### src/rtl/dispmem_addr_stepper.sv
module dispmem_addr_stepper #(
  parameter int DW = 8,
  parameter int XW = 3,
  parameter int YW = 4,
  parameter int X_LAST = 4,
  parameter int Y_LAST_SHORT = 7
) (
  input  logic          clk,
  input  logic          rst_n,
  input  logic          wr_en,
  input  logic [DW-1:0] wr_data,
  input  logic          acc_valid,
  input  logic          acc_is_read,
  input  logic          adv_on_read,
  input  logic          x_first,
  input  logic          duty_eighth,
  output logic [XW-1:0] x_addr,
  output logic [YW-1:0] y_addr,
  output logic          addr_bad
);

  localparam logic [XW-1:0] X_END = XW'(X_LAST);
  localparam logic [YW-1:0] Y_END_SHORT = YW'(Y_LAST_SHORT);
  localparam logic [YW-1:0] Y_END_FULL = '1;

  logic [XW-1:0] x_q, x_n, x_step;
  logic [YW-1:0] y_q, y_n, y_step, y_last;
  logic x_end, y_end, qual;

  assign y_last = duty_eighth ? Y_END_SHORT : Y_END_FULL;
  assign x_end  = x_q >= X_END;
  assign y_end  = y_q >= y_last;
  assign x_step = x_end ? '0 : x_q + XW'(1);
  assign y_step = y_end ? '0 : y_q + YW'(1);
  assign qual   = acc_valid && (acc_is_read == adv_on_read);

  always_comb begin
    x_n = x_q;
    y_n = y_q;
    if (wr_en) begin
      x_n = wr_data[DW-1 -: XW];
      y_n = wr_data[YW-1:0];
    end else if (qual) begin
      if (x_first) begin
        x_n = x_step;
        if (x_end) y_n = y_step;
      end else begin
        y_n = y_step;
        if (y_end) x_n = x_step;
      end
    end
  end

  always_ff @(posedge clk) begin
    if (!rst_n) begin
      x_q <= '0;
      y_q <= '0;
    end else begin
      x_q <= x_n;
      y_q <= y_n;
    end
  end

  assign x_addr   = x_q;
  assign y_addr   = y_q;
  assign addr_bad = (x_q > X_END) || (y_q > y_last);

  assert_write_load_R1: assert property (@(posedge clk) disable iff (!rst_n)
    wr_en |=> (x_addr == $past(wr_data[DW-1 -: XW])) && (y_addr == $past(wr_data[YW-1:0])));

  assert_idle_hold_R6: assert property (@(posedge clk) disable iff (!rst_n)
    (!wr_en && !(acc_valid && (acc_is_read == adv_on_read))) |=> ($stable(x_addr) && $stable(y_addr)));

  assert_col_step_R4: assert property (@(posedge clk) disable iff (!rst_n)
    (!wr_en && qual && x_first && x_addr < X_END) |=> (x_addr == $past(x_addr) + XW'(1)) && $stable(y_addr));

  assert_row_step_R3: assert property (@(posedge clk) disable iff (!rst_n)
    (!wr_en && qual && !x_first && y_addr < y_last) |=> (y_addr == $past(y_addr) + YW'(1)) && $stable(x_addr));

  assert_full_wrap_R7: assert property (@(posedge clk) disable iff (!rst_n)
    (!wr_en && qual && x_addr == X_END && y_addr == y_last) |=> (x_addr == '0) && (y_addr == '0));

  assert_bad_col_R9: assert property (@(posedge clk) disable iff (!rst_n)
    (wr_en && wr_data[DW-1 -: XW] > X_END) |=> addr_bad);

endmodule

### config.mk
export PLATFORM = sky130hd
export DESIGN_NAME = dispmem_addr_stepper
export DESIGN_NICKNAME = d
export VERILOG_FILES = /design/src/rtl/dispmem_addr_stepper.sv
export SDC_FILE = /design/constraint.sdc
export NUM_CORES = 1
export LEC_CHECK = 0
export ABC_AREA = 1
export BUFFER_PORTS_ARGS = -buffer_cell sky130_fd_sc_hd__buf_2
export CAP_MARGIN = 25
export CORE_AREA = 2 2 39 41
export CTS_CLUSTER_SIZE = 10
export DETAILED_ROUTE_END_ITERATION = 6
export DIE_AREA = 0 0 41 43
export PLACE_DENSITY = 0.78
export SYNTH_ARGS = -nofsm -noshare
export SYNTH_HDL_FRONTEND = slang
export SYNTH_SLANG_ARGS = --single-unit
### constraint.sdc
create_clock -name clk -period 1.5 [get_ports clk]
set_input_delay 0 -clock clk [delete_from_list [all_inputs] [get_ports clk]]
set_output_delay 0 -clock clk [all_outputs]
set_load 0.1 [all_outputs]
### After elaboration in Yosys (flattened, before gate mapping)

Index checks and enable logic that the tools add are counted.

* register bits after elaboration: 7
* bits of input ports: 16
* output and inout port bits: 8
* logic and storage cells: 27

* $add $sub $neg: 2
* $lt $le $gt $ge: 4
* equal/unequal tests: 2
* muxes and demuxes: 11
* reduce and logical (&&, ||, !) cells: 6

Operators by type and width (number)
* $mux 4: 6
* $mux 3: 5
* $add 4x1->4 const B: 1
* $ge 4x4->1: 1
* $gt 4x4->1: 1
* $reduce_and 2->1: 2
* $add 3x1->3 const B: 1
* $ge 3x3->1 const B: 1
* $gt 3x3->1 const B: 1
* $ne 3x2->1 const B: 1
* $reduce_bool 3->1: 1
* $reduce_bool 2->1: 1
* $eq 1x1->1: 1
* $logic_and 1x1->1: 1
* $logic_or 1x1->1: 1

### Longest topological paths before layout

Gate-level depths: netlist (run 1).

* depth in word-level cells: 7
* mapped depth: 8
* gate-level depth less buffers: 8

### Worst setup path after synthesis (run 1)

OpenSTA, ideal clock, no wires.

* path kind: register to output
* start point: register x_q[0] (netlist: x_addr[0])
* end point: output addr_bad
* data arrival time: 3.465 ns
* data required time: 1.500 ns
* setup slack: -1.965 ns
* stages on the path, launching flop included: 4
* buffers on the path: 0
* cell sequence: dfxtp_1 > inv_1 > ha_1 > o21ai_0

* cells in the longest elaborated chain, start to end: 2

Ends and longest elaborated chain
* from (decl): line 26 `logic [XW-1:0] x_q, x_n, x_step;`
* from (signal assigned): line 59 `x_q <= x_n;`
* $gt 3x3->1: line 66 `assign addr_bad = (x_q > X_END) || (y_q > y_last);`
* $logic_or 1x1->1: line 66
* to (decl): line 19 `output logic addr_bad`

No other way between the ends.

### Final worst setup path (run 1)

* start point: register y_q[3] (netlist: y_addr[3])
* end point: output addr_bad

* cells in the longest elaborated chain, start to end: 2

Ends and longest elaborated chain
* from (decl): line 27 `logic [YW-1:0] y_q, y_n, y_step, y_last;`
* from (signal assigned): line 60 `y_q <= y_n;`
* $gt 4x4->1: line 66
* $logic_or 1x1->1: line 66

No other way between the ends.

==> flow_summary.ini, run 1 <==
[clock_network]
cts_root_buf = clkbuf_4
cts_max_path_buffers = 2
cts_resized = 0
cts_tree = yes
htreeDepth = 1
clk_pin_slew_worst_paths_ns = 0.05
cts_made_buffers = 3
cts_hold_buf = 0
insertion_delay_ns = 0.24
cts_sinks = 7
post_cts_buffers = 0

[pwr]
powerDensity_nw_per_um2 = 1020
peakVddDrop_mv = 0.572
leakage_nw = 0.406

[sta]
worst_slew_pin_slew_ns = 0.484
rsz0062_at_grt = false
setup_ws_ns = 0.136
min_period_over_period_pct = 90.9
max-slew-margin-rel_pct = 67.9
hold_ws_ns = 0.0346
hold_violations = 0
clock.fmax_mhz = 733
slew_viol_final = 0
final.min_clock_period_ns = 1.36
finClkSkew_ns = 0.00132
tns_ns = 0
setup_viol = 0

[logic_synthesis]
avgSynthCellArea_sq_um = 6.26
synthTopCellsByArea = dfxtp_1 26%, nand2_1 17%, nor2_1 12%
synth_fp_nets = 107
yosysTopAreaCellShare_pct = 25.7
synth.distinct_cells = 17
synth-seq-area-share_pct = 25.7
synth_top_cell_by_area = dfxtp_1
yosysWarnings = 0
syn_area_sq_um = 544
netlist_instances = 87
synth-seq-cells = 7

[hold_path]
whs_path_depth = 3
hold_class = input pin to flop
min-delay-start = rst_n
whs_endpoint = y_addr[1]$_SDFFE_PN0P_

[floorplan]
rows = 14
die_h_um = 43
coreArea_sq_um = 1380
start_util_pct = 39.3
die_area_sq_um = 1760
ios = 24
die_width_um = 41

[worst_setup_path]
crit_type = flop to primary output
crit_arrival_ns = 1.36
critPathLaunch = y_addr[3]$_SDFFE_PN0P_
reg2regPathDepth = 7
cp_max_fo = 5
critPathCaptureType = primary output
reg2reg_to = x_addr[1]$_SDFFE_PN0P_
crit_required_ns = 1.50
reg2reg_setup_slack_ns = 0.27
critPathLaunchType = flop
worstReg2RegStart = y_addr[3]$_SDFFE_PN0P_

[global_route]
gr-total-overflow = 0
grt_pass1_wl_um = 2100
grt_usage_pct = 17.4
grt_max_degree = 11
antenna_found_initial = 0
first_global_vias = 560

[placement]
place_congestion = 0.728
place_ws_ns = 0.282
portBuffers = 22
dpl_cell_area_sq_um = 711
dp.final_hpwl_um = 1030

[finish]
fin_util_pct = 53.3
final_area_sq_um = 737
final_common_cell = nand2_1
drive_above_1_share_pct = 37.5
syn_to_final_growth_pct = 35.4
nets = 133
layout_common_cells = 24 x nand2_1, 21 x buf_2, 17 x nor2_1
antennaDiodeCount = 0

[route]
drt_iter0_drc = 3
vias_per_cell = 4.68
drc = 0
routedWlPerCell_um = 9.68
num_vias = 599
wl_um = 1240
ant_nets = 0
dr.pass1.iters = 3

[outcome]
status = completed

[flow_run]
cap_violations = 0
[synth_stat cells]
cell	number
a22o_1	1
nor2_1	17
nand3_2	2
o21ai_0	1
nor2_2	1
nand2_1	24
o21ai_1	1
inv_1	10
buf_6	1
a22oi_1	2
ha_1	4
nand2_4	1
inv_2	2
nand4_1	3
nand3_1	7
dfxtp_1	7
nand2_2	3
[where the power goes]
part           internal [W]  total [W]  switching (W)  leakage (nW)
Clock              0.000101   0.000163      0.0000621        0.0150
Combinational     0.0000914   0.000353       0.000261         0.329
Sequential         0.000209   0.000232      0.0000232        0.0618
[layer usage]
layer | routed length [um] | global-route usage, % | vias to the layer above
li1 | - | - | 325
met1 | 563 | 20.8 | 262
met2 | 613 | 27.5 | 10
met3 | 54 | 1.57 | 2
met4 | 8 | 12.0 | 0
met5 | 0 | 0 | -
[logic make-up (layout without fill, tap and decap cells)]
family	count (synthesis)	count (layout)	share of synthesized area [%]
adders and majority gates	4	4	9.20
buffers and inverters	13	38	10.3
AOI/OAI and AO/OA	5	5	6.20
DFF	7	7	25.7
and+or+nand+nor	58	58	48.5
[worst max-delay path by stage]
stage	to	slack, ns	cells after the start
2_1_floorplan	addr_bad	0.05	3
3_3_place_gp	x_addr[1]$_SDFFE_PN0P_	0.28	7
3_5_place_dp	x_addr[1]$_SDFFE_PN0P_	0.28	7
4_1_cts	addr_bad	0.12	5
5_1_grt	addr_bad	0.06	5
6_report	addr_bad	0.14	5
[state kept, by name, summed over array words and instances, names as in the netlist]
signal	cells
x_addr	3
y_addr	4
[critical path, cell delays in order (launching register included)]
cell	delay (ns)
dfxtp_4	0.35
ha_1	0.28
nand3_2	0.12
nand2_1	0.13
o21ai_4	0.07
buf_12	0.16
[per-stage QoR]
stage / cells / total power, W
final: 128 / 0.000748
after global routing: 128 / 0.000803
after CTS: 128 / 0.000761
after detailed placement: 124 / 0.000589
after global placement: 124 / 0.000582
after floorplan: 87 / 0.000516
[cell type report]
cell class                      count  area, sq um
Tap cell                           16         20.0
Clock buffer                        4         26.3
Multi-Input combinational cell     67          359
Fill cell                         149          647
Inverter                           12         45.0
Sequential cell                     7          161
Timing Repair Buffer               22          125
Note: power is estimated with default switching activity, not from simulation.
==> inputs of run 2 (changes only) <==
--- a/config.mk
+++ b/config.mk
@@ -8,10 +8,11 @@
 export ABC_AREA = 1
 export BUFFER_PORTS_ARGS = -buffer_cell sky130_fd_sc_hd__buf_2
 export CAP_MARGIN = 25
-export CORE_AREA = 2 2 39 41
+export CELL_PAD_IN_SITES_DETAIL_PLACEMENT = 0
+export CELL_PAD_IN_SITES_GLOBAL_PLACEMENT = 1
+export CORE_UTILIZATION = 26
 export CTS_CLUSTER_SIZE = 10
 export DETAILED_ROUTE_END_ITERATION = 6
-export DIE_AREA = 0 0 41 43
 export PLACE_DENSITY = 0.78
 export SYNTH_ARGS = -nofsm -noshare
 export SYNTH_HDL_FRONTEND = slang
==> constraint.sdc (replaced) <==
create_clock -name clk -period 1.2 [get_ports clk]
set_input_delay 0 -clock clk [delete_from_list [all_inputs] [get_ports clk]]
set_output_delay 0 -clock clk [all_outputs]
set_load 0.1 [all_outputs]
==> run 2 against run 1 <==
Effect of this change:
- the run now ends with setup timing left
- die area increased by 29%
- setup slack got worse by 0.20 ns
- register-to-register slack got worse by 0.33 ns
- core utilization decreased by 9.2 points
- global-route usage decreased by 4.2 points
- critical endpoint is now x_addr[0]$_SDFFE_PN0P_
- highest routed layer is now met3
==> flow_summary.ini, run 2 (synthesis gave the netlist of run 1 again) <==
[finish]
layout_common_cells = 21 x nand2_1, 21 x buf_2, 15 x nor2_1
seq_area_sq_um = 166
final_area_sq_um = 863
drive_above_1_share_pct = 48.7
largest_reg_flops = 4
fin_util_pct = 44.0
syn_to_final_growth_pct = 58.6
nFillCells = 220
antennaDiodeCount = 0
nets = 136
multi_input_area_sq_um = 434

[floorplan]
start_util_pct = 27.7
die_h_um = 47.8
ios = 24
rows = 16
die_width_um = 47.8
coreArea_sq_um = 1960
die_area_sq_um = 2280

[sta]
max-slew-margin-rel_pct = 68.0
final.min_clock_period_ns = 1.26
rsz0062_at_grt = true
hold_violations = 0
min_period_over_period_pct = 105
setup_ws_ns = -0.0638
finClkSkew_ns = 0.00608
slew_viol_final = 0
clock.fmax_mhz = 791
hold_ws_ns = 0.0391
worst_slew_pin_slew_ns = 0.484
setup_viol = 6

[hold_path]
whs_path_depth = 3
hold_class = input pin to flop

[placement]
place_congestion = 0.722
portBuffers = 22
dpl_cell_area_sq_um = 777
dp.final_hpwl_um = 1080
place_ws_ns = 0.0331

[global_route]
grt_pass1_wl_um = 2120
gr-total-overflow = 0
gr-usage-met1_pct = 16.7
gr-usage-met3_pct = 2.26
antenna_found_initial = 0
first_global_vias = 529
grt.busiest_layer = met2
grt_usage_pct = 13.2
grt_max_degree = 11
met2_usage_pct = 21.6

[flow_run]
cap_violations = 0

[clock_network]
cts_max_path_buffers = 2
clk_pin_slew_worst_paths_ns = 0.06
htreeDepth = 1
cts_sinks = 7
cts_tree = yes
cts_hold_buf = 0
insertion_delay_ns = 0.25
cts_root_buf = clkbuf_4
cts_made_buffers = 3

[worst_setup_path]
critPathCaptureType = flop
crit_arrival_ns = 1.41
crit_required_ns = 1.35
reg2regPathDepth = 7
critPathLaunchType = flop
crit_type = flop to flop
cp_max_fo = 4

[route]
drc = 0
drt_iter0_drc = 12
dr.pass1.iters = 4
routedWlPerCell_um = 9.87
vias_per_cell = 4.46
wl_um = 1400
num_vias = 633
ant_nets = 0

[outcome]
violations = setup timing
status = finished, violations left

[pwr]
leakage_nw = 0.422
powerDensity_nw_per_um2 = 1160
peakVddDrop_mv = 0.441
==> run 2: path summary, 6_finish.rpt <==
check / to / startpoint / slack, ns
worst min register to register: x_addr[1]$_SDFFE_PN0P_ / x_addr[1]$_SDFFE_PN0P_ / 0.50
worst min-delay path: x_addr[0]$_SDFFE_PN0P_ / rst_n / 0.04
worst max register to register: x_addr[0]$_SDFFE_PN0P_ / y_addr[3]$_SDFFE_PN0P_ / -0.06
worst max-delay path: x_addr[0]$_SDFFE_PN0P_ / y_addr[3]$_SDFFE_PN0P_ / -0.06
==> run 2: per-layer routing <==
metal,vias up,part of all wire (%)
li1,332,-
met1,288,47
met2,13,49
met3,0,3.9
met4,0,0
met5,-,0
==> run 2: report_power, final <==
| group | switching, W | internal (W) |
|---|---|---|
| combinational | 0.000346 | 0.000142 |
| clock | 0.0000879 | 0.000127 |
| sequential | 0.0000362 | 0.000260 |
| total | 0.000470 | 0.000529 |
==> run 2: area by class of cell <==
cell class,count,area share [%]
tap,27,3.91
multi-input combinational,67,50.3
clock buffer,4,3.04
inverter,12,5.94
sequential,7,19.3
timing repair buffer,25,17.5
==> run 2: timing repair <==
item	CTS	global route
setup buffers	3	0
setup endpoints to repair	1	7
pin swaps	2	3
gates resized for setup	4	6
==> run 2: worst max-delay path: stages (launching register included) <==
cell and delay [ns]:
dfxtp_4 0.35, ha_4 0.26, nand3_4 0.10, buf_6 0.14, nand3_4 0.09, nand2_4 0.06
nor2_1 0.13, nor2_2 0.04
==> run 2: stage by stage <==
| stage | power, W | cells | TNS [ns] |
|---|---|---|---|
| floorplan | 0.000671 | 87 | -0.529 |
| global placement | 0.000763 | 135 | 0 |
| detailed placement | 0.000767 | 135 | 0 |
| CTS | 0.00101 | 142 | -0.205 |
| global route | 0.00107 | 142 | -0.526 |
| finish | 0.000999 | 142 | -0.221 |
==> inputs of run 3 (changes only) <==
--- a/config.mk
+++ b/config.mk
@@ -5,15 +5,14 @@
 export SDC_FILE = /design/constraint.sdc
 export NUM_CORES = 1
 export LEC_CHECK = 0
-export ABC_AREA = 1
 export BUFFER_PORTS_ARGS = -buffer_cell sky130_fd_sc_hd__buf_2
 export CAP_MARGIN = 25
 export CELL_PAD_IN_SITES_DETAIL_PLACEMENT = 0
 export CELL_PAD_IN_SITES_GLOBAL_PLACEMENT = 1
-export CORE_UTILIZATION = 26
+export CORE_UTILIZATION = 27
 export CTS_CLUSTER_SIZE = 10
 export DETAILED_ROUTE_END_ITERATION = 6
-export PLACE_DENSITY = 0.78
+export PLACE_DENSITY = 0.73
 export SYNTH_ARGS = -nofsm -noshare
 export SYNTH_HDL_FRONTEND = slang
 export SYNTH_SLANG_ARGS = --single-unit
==> run 3 against run 2 <==
Effect of this change:
- the flow still finishes with violations (setup timing)
- first-iteration DRC count is 58% lower
- sequential power is 7.1% lower
- clock power is 3% lower
- combinational power hardly changed
- final cell count is 16% lower
- sequential cell count stayed put
- non-clock buffer count is 9 higher
- global-route usage is 2.0 points higher
- largest cell class unchanged
- worst hold slack better by 0.0072 ns
- power is 2.8% lower
- routed wire length is 0.29% higher
==> flow_summary.ini, run 3 <==
[sta]
finClkSkew_ns = 0.00127
clock.fmax_mhz = 711
hold_violations = 0
setup_ws_ns = -0.206
setup_viol = 8
final.min_clock_period_ns = 1.41
hold_ws_ns = 0.0462
slew_viol_final = 0
rsz0062_at_grt = true
max-slew-margin-rel_pct = 67.7
worst_slew_pin_slew_ns = 0.488
min_period_over_period_pct = 117

[route]
drc = 0
vias_per_cell = 4.70
wl_um = 1410
ant_nets = 0
routedWlPerCell_um = 11.8
num_vias = 559
drt_iter0_drc = 5
dr.pass1.iters = 2

[global_route]
gr-total-overflow = 0
grt_usage_pct = 15.2
grt_max_degree = 10
first_global_vias = 532
antenna_found_initial = 0
grt_pass1_wl_um = 2220

[placement]
place_congestion = 0.723
dpl_cell_area_sq_um = 802
portBuffers = 22
dp.final_hpwl_um = 1080
place_ws_ns = -0.261

[clock_network]
htreeDepth = 1
insertion_delay_ns = 0.24
cts_root_buf = clkbuf_4
cts_made_buffers = 3
cts_sinks = 7
cts_tree = yes
clk_pin_slew_worst_paths_ns = 0.05
cts_hold_buf = 0
cts_max_path_buffers = 2

[pwr]
clkPwrFrac_pct = 21.5
combPwrFrac_pct = 50.2
p_switching_w = 0.000416
p_seq_share_pct = 28.3
peakVddDrop_mv = 0.668
leakage_nw = 0.385
p_int_w = 0.000556
p_sw_share_pct = 42.8
powerDensity_nw_per_um2 = 1110

[logic_synthesis]
synth_top_cell_by_area = dfxtp_1
synth-async-reset-ratio_pct = 0
synth-seq-cells = 7
synthFlopType = dfxtp_1
synthTopCellsByArea = dfxtp_1 28%, ha_1 10%, a22oi_1 6.1%
yosysTopAreaCellShare_pct = 28.4
avgSynthCellArea_sq_um = 8.65
synthTopCellsByCount = 7 x dfxtp_1, 5 x a21oi_1
synth_fp_nets = 77
synth.most_common_cell = dfxtp_1
synth_edf_count = 0
yosysWarnings = 0
syn_area_sq_um = 493
synth.distinct_cells = 24
netlist_instances = 57
synth-seq-area-share_pct = 28.4

[hold_path]
hold_class = input pin to flop
whs_path_depth = 3

[floorplan]
start_util_pct = 28.6
die_h_um = 44.7
ios = 24
rows = 15
coreArea_sq_um = 1730
die_width_um = 44.7
die_area_sq_um = 2000

[worst_setup_path]
critPathLaunchType = flop
path_cells = ha_4, a311oi_4, nor2b_4, a2111oi_2, nor3b_1
critPathCaptureType = flop
crit_type = flop to flop
crit_path_max_incr_delay_ns = 0.35
reg2regPathDepth = 5
crit_required_ns = 1.32
cp_max_fo = 3
crit_arrival_ns = 1.53
critical_path.slowest_cell = dfxtp_4

[finish]
fin_util_pct = 50.7
nets = 115
syn_to_final_growth_pct = 77.4
final_common_cell = buf_2
drive_above_1_share_pct = 60.6
antennaDiodeCount = 0
largest_reg_flops = 4
layout_common_cells = 20 x buf_2, 11 x buf_4, 6 x dfxtp_4
final_area_sq_um = 875

[flow_run]
cap_violations = 0

[outcome]
violations = setup timing
status = finished, violations left
## run 3: changes by cell type in the layout (fill, tap and decap cells not counted), moves of 3 or more
cell / before / now
nor2_2: 3 / 0
a21oi_1: 0 / 5
buf_4: 2 / 11
inv_1: 7 / 4
nand2_4: 3 / 0
nor2_1: 15 / 2
inv_2: 3 / 0
nand4_1: 3 / 0
nand3_1: 7 / 2
a22oi_2: 0 / 3
nand2_2: 4 / 1
nor3b_1: 0 / 3
nand2_1: 21 / 3
## run 3: layout make-up
cell class | instances | area (sq um)
clock buffers | 4 | 26.3
fillers | 176 | 852
inverters | 4 | 15.0
multi-input cells | 45 | 404
flip-flops and latches | 7 | 164
well taps | 25 | 31.3
repair buffers | 34 | 234
## run 3: cells by family (layout without fill, tap and decap cells)
family | after synthesis | count (layout) | share of synthesized area, %
AOI/OAI and AO/OA | 22 | 22 | 34.0
xor gates and xnor gates | 2 | 2 | 3.55
adders and majority gates | 4 | 4 | 10.2
buffers and inverters | 5 | 42 | 4.06
DFF | 7 | 7 | 28.4
and+or+nand+nor | 17 | 17 | 19.8
## run 3: power groups by stage
| stage | Combinational [W] | Sequential [W] | Clock [W] |
|---|---|---|---|
| after global placement | 0.000455 | 0.000280 | 0 |
| after CTS | 0.000487 | 0.000275 | 0.000228 |
| final | 0.000488 | 0.000275 | 0.000209 |
| after floorplan | 0.000149 | 0.000447 | 0 |
| after detailed placement | 0.000458 | 0.000280 | 0 |
| after global routing | 0.000518 | 0.000278 | 0.000244 |
## run 3: timing repair
| action | 4_1_cts | 5_1_grt |
|---|---|---|
| pin swaps | 7 | 2 |
| setup endpoints to repair | 8 | 8 |
| resized for setup | 10 | 1 |
| cloned | 0 | 0 |
| buffers inserted | 2 | 1 |
## run 3: worst paths after layout
path / startpoint / to / slack, ns
min: wr_data[0] / y_addr[0]$_SDFFE_PN0P_ / 0.05
min reg2reg: y_addr[3]$_SDFFE_PN0P_ / y_addr[3]$_SDFFE_PN0P_ / 0.65
max: y_addr[3]$_SDFFE_PN0P_ / x_addr[0]$_SDFFE_PN0P_ / -0.21
max reg2reg: y_addr[3]$_SDFFE_PN0P_ / x_addr[0]$_SDFFE_PN0P_ / -0.21
## run 3: stage by stage
step           std cells  TNS (ns)  total power (W)
5_1_grt              119     -1.71          0.00104
4_1_cts              119     -1.17         0.000989
6_report             119     -1.13         0.000972
3_5_place_dp         114     -1.18         0.000738
3_3_place_gp         114    -0.982         0.000735
2_1_floorplan         57     -2.36         0.000596
## run 3: worst max-delay path: cells and delay by family (launching register included)
kind,cells,cell delay (ns)
AND/OR/NAND/NOR,2,0.23
adder cells (fa/ha/maj),1,0.28
AO/OA/AOI/OAI,2,0.42
flip-flops,1,0.35
## run 3: routing by layer
| metal | wire length (um) | track usage, % |
|---|---|---|
| met5 | 0 | 0 |
| met4 | 8 | 7.27 |
| met3 | 53 | 1.60 |
| met2 | 687 | 25.0 |
| met1 | 656 | 19.9 |
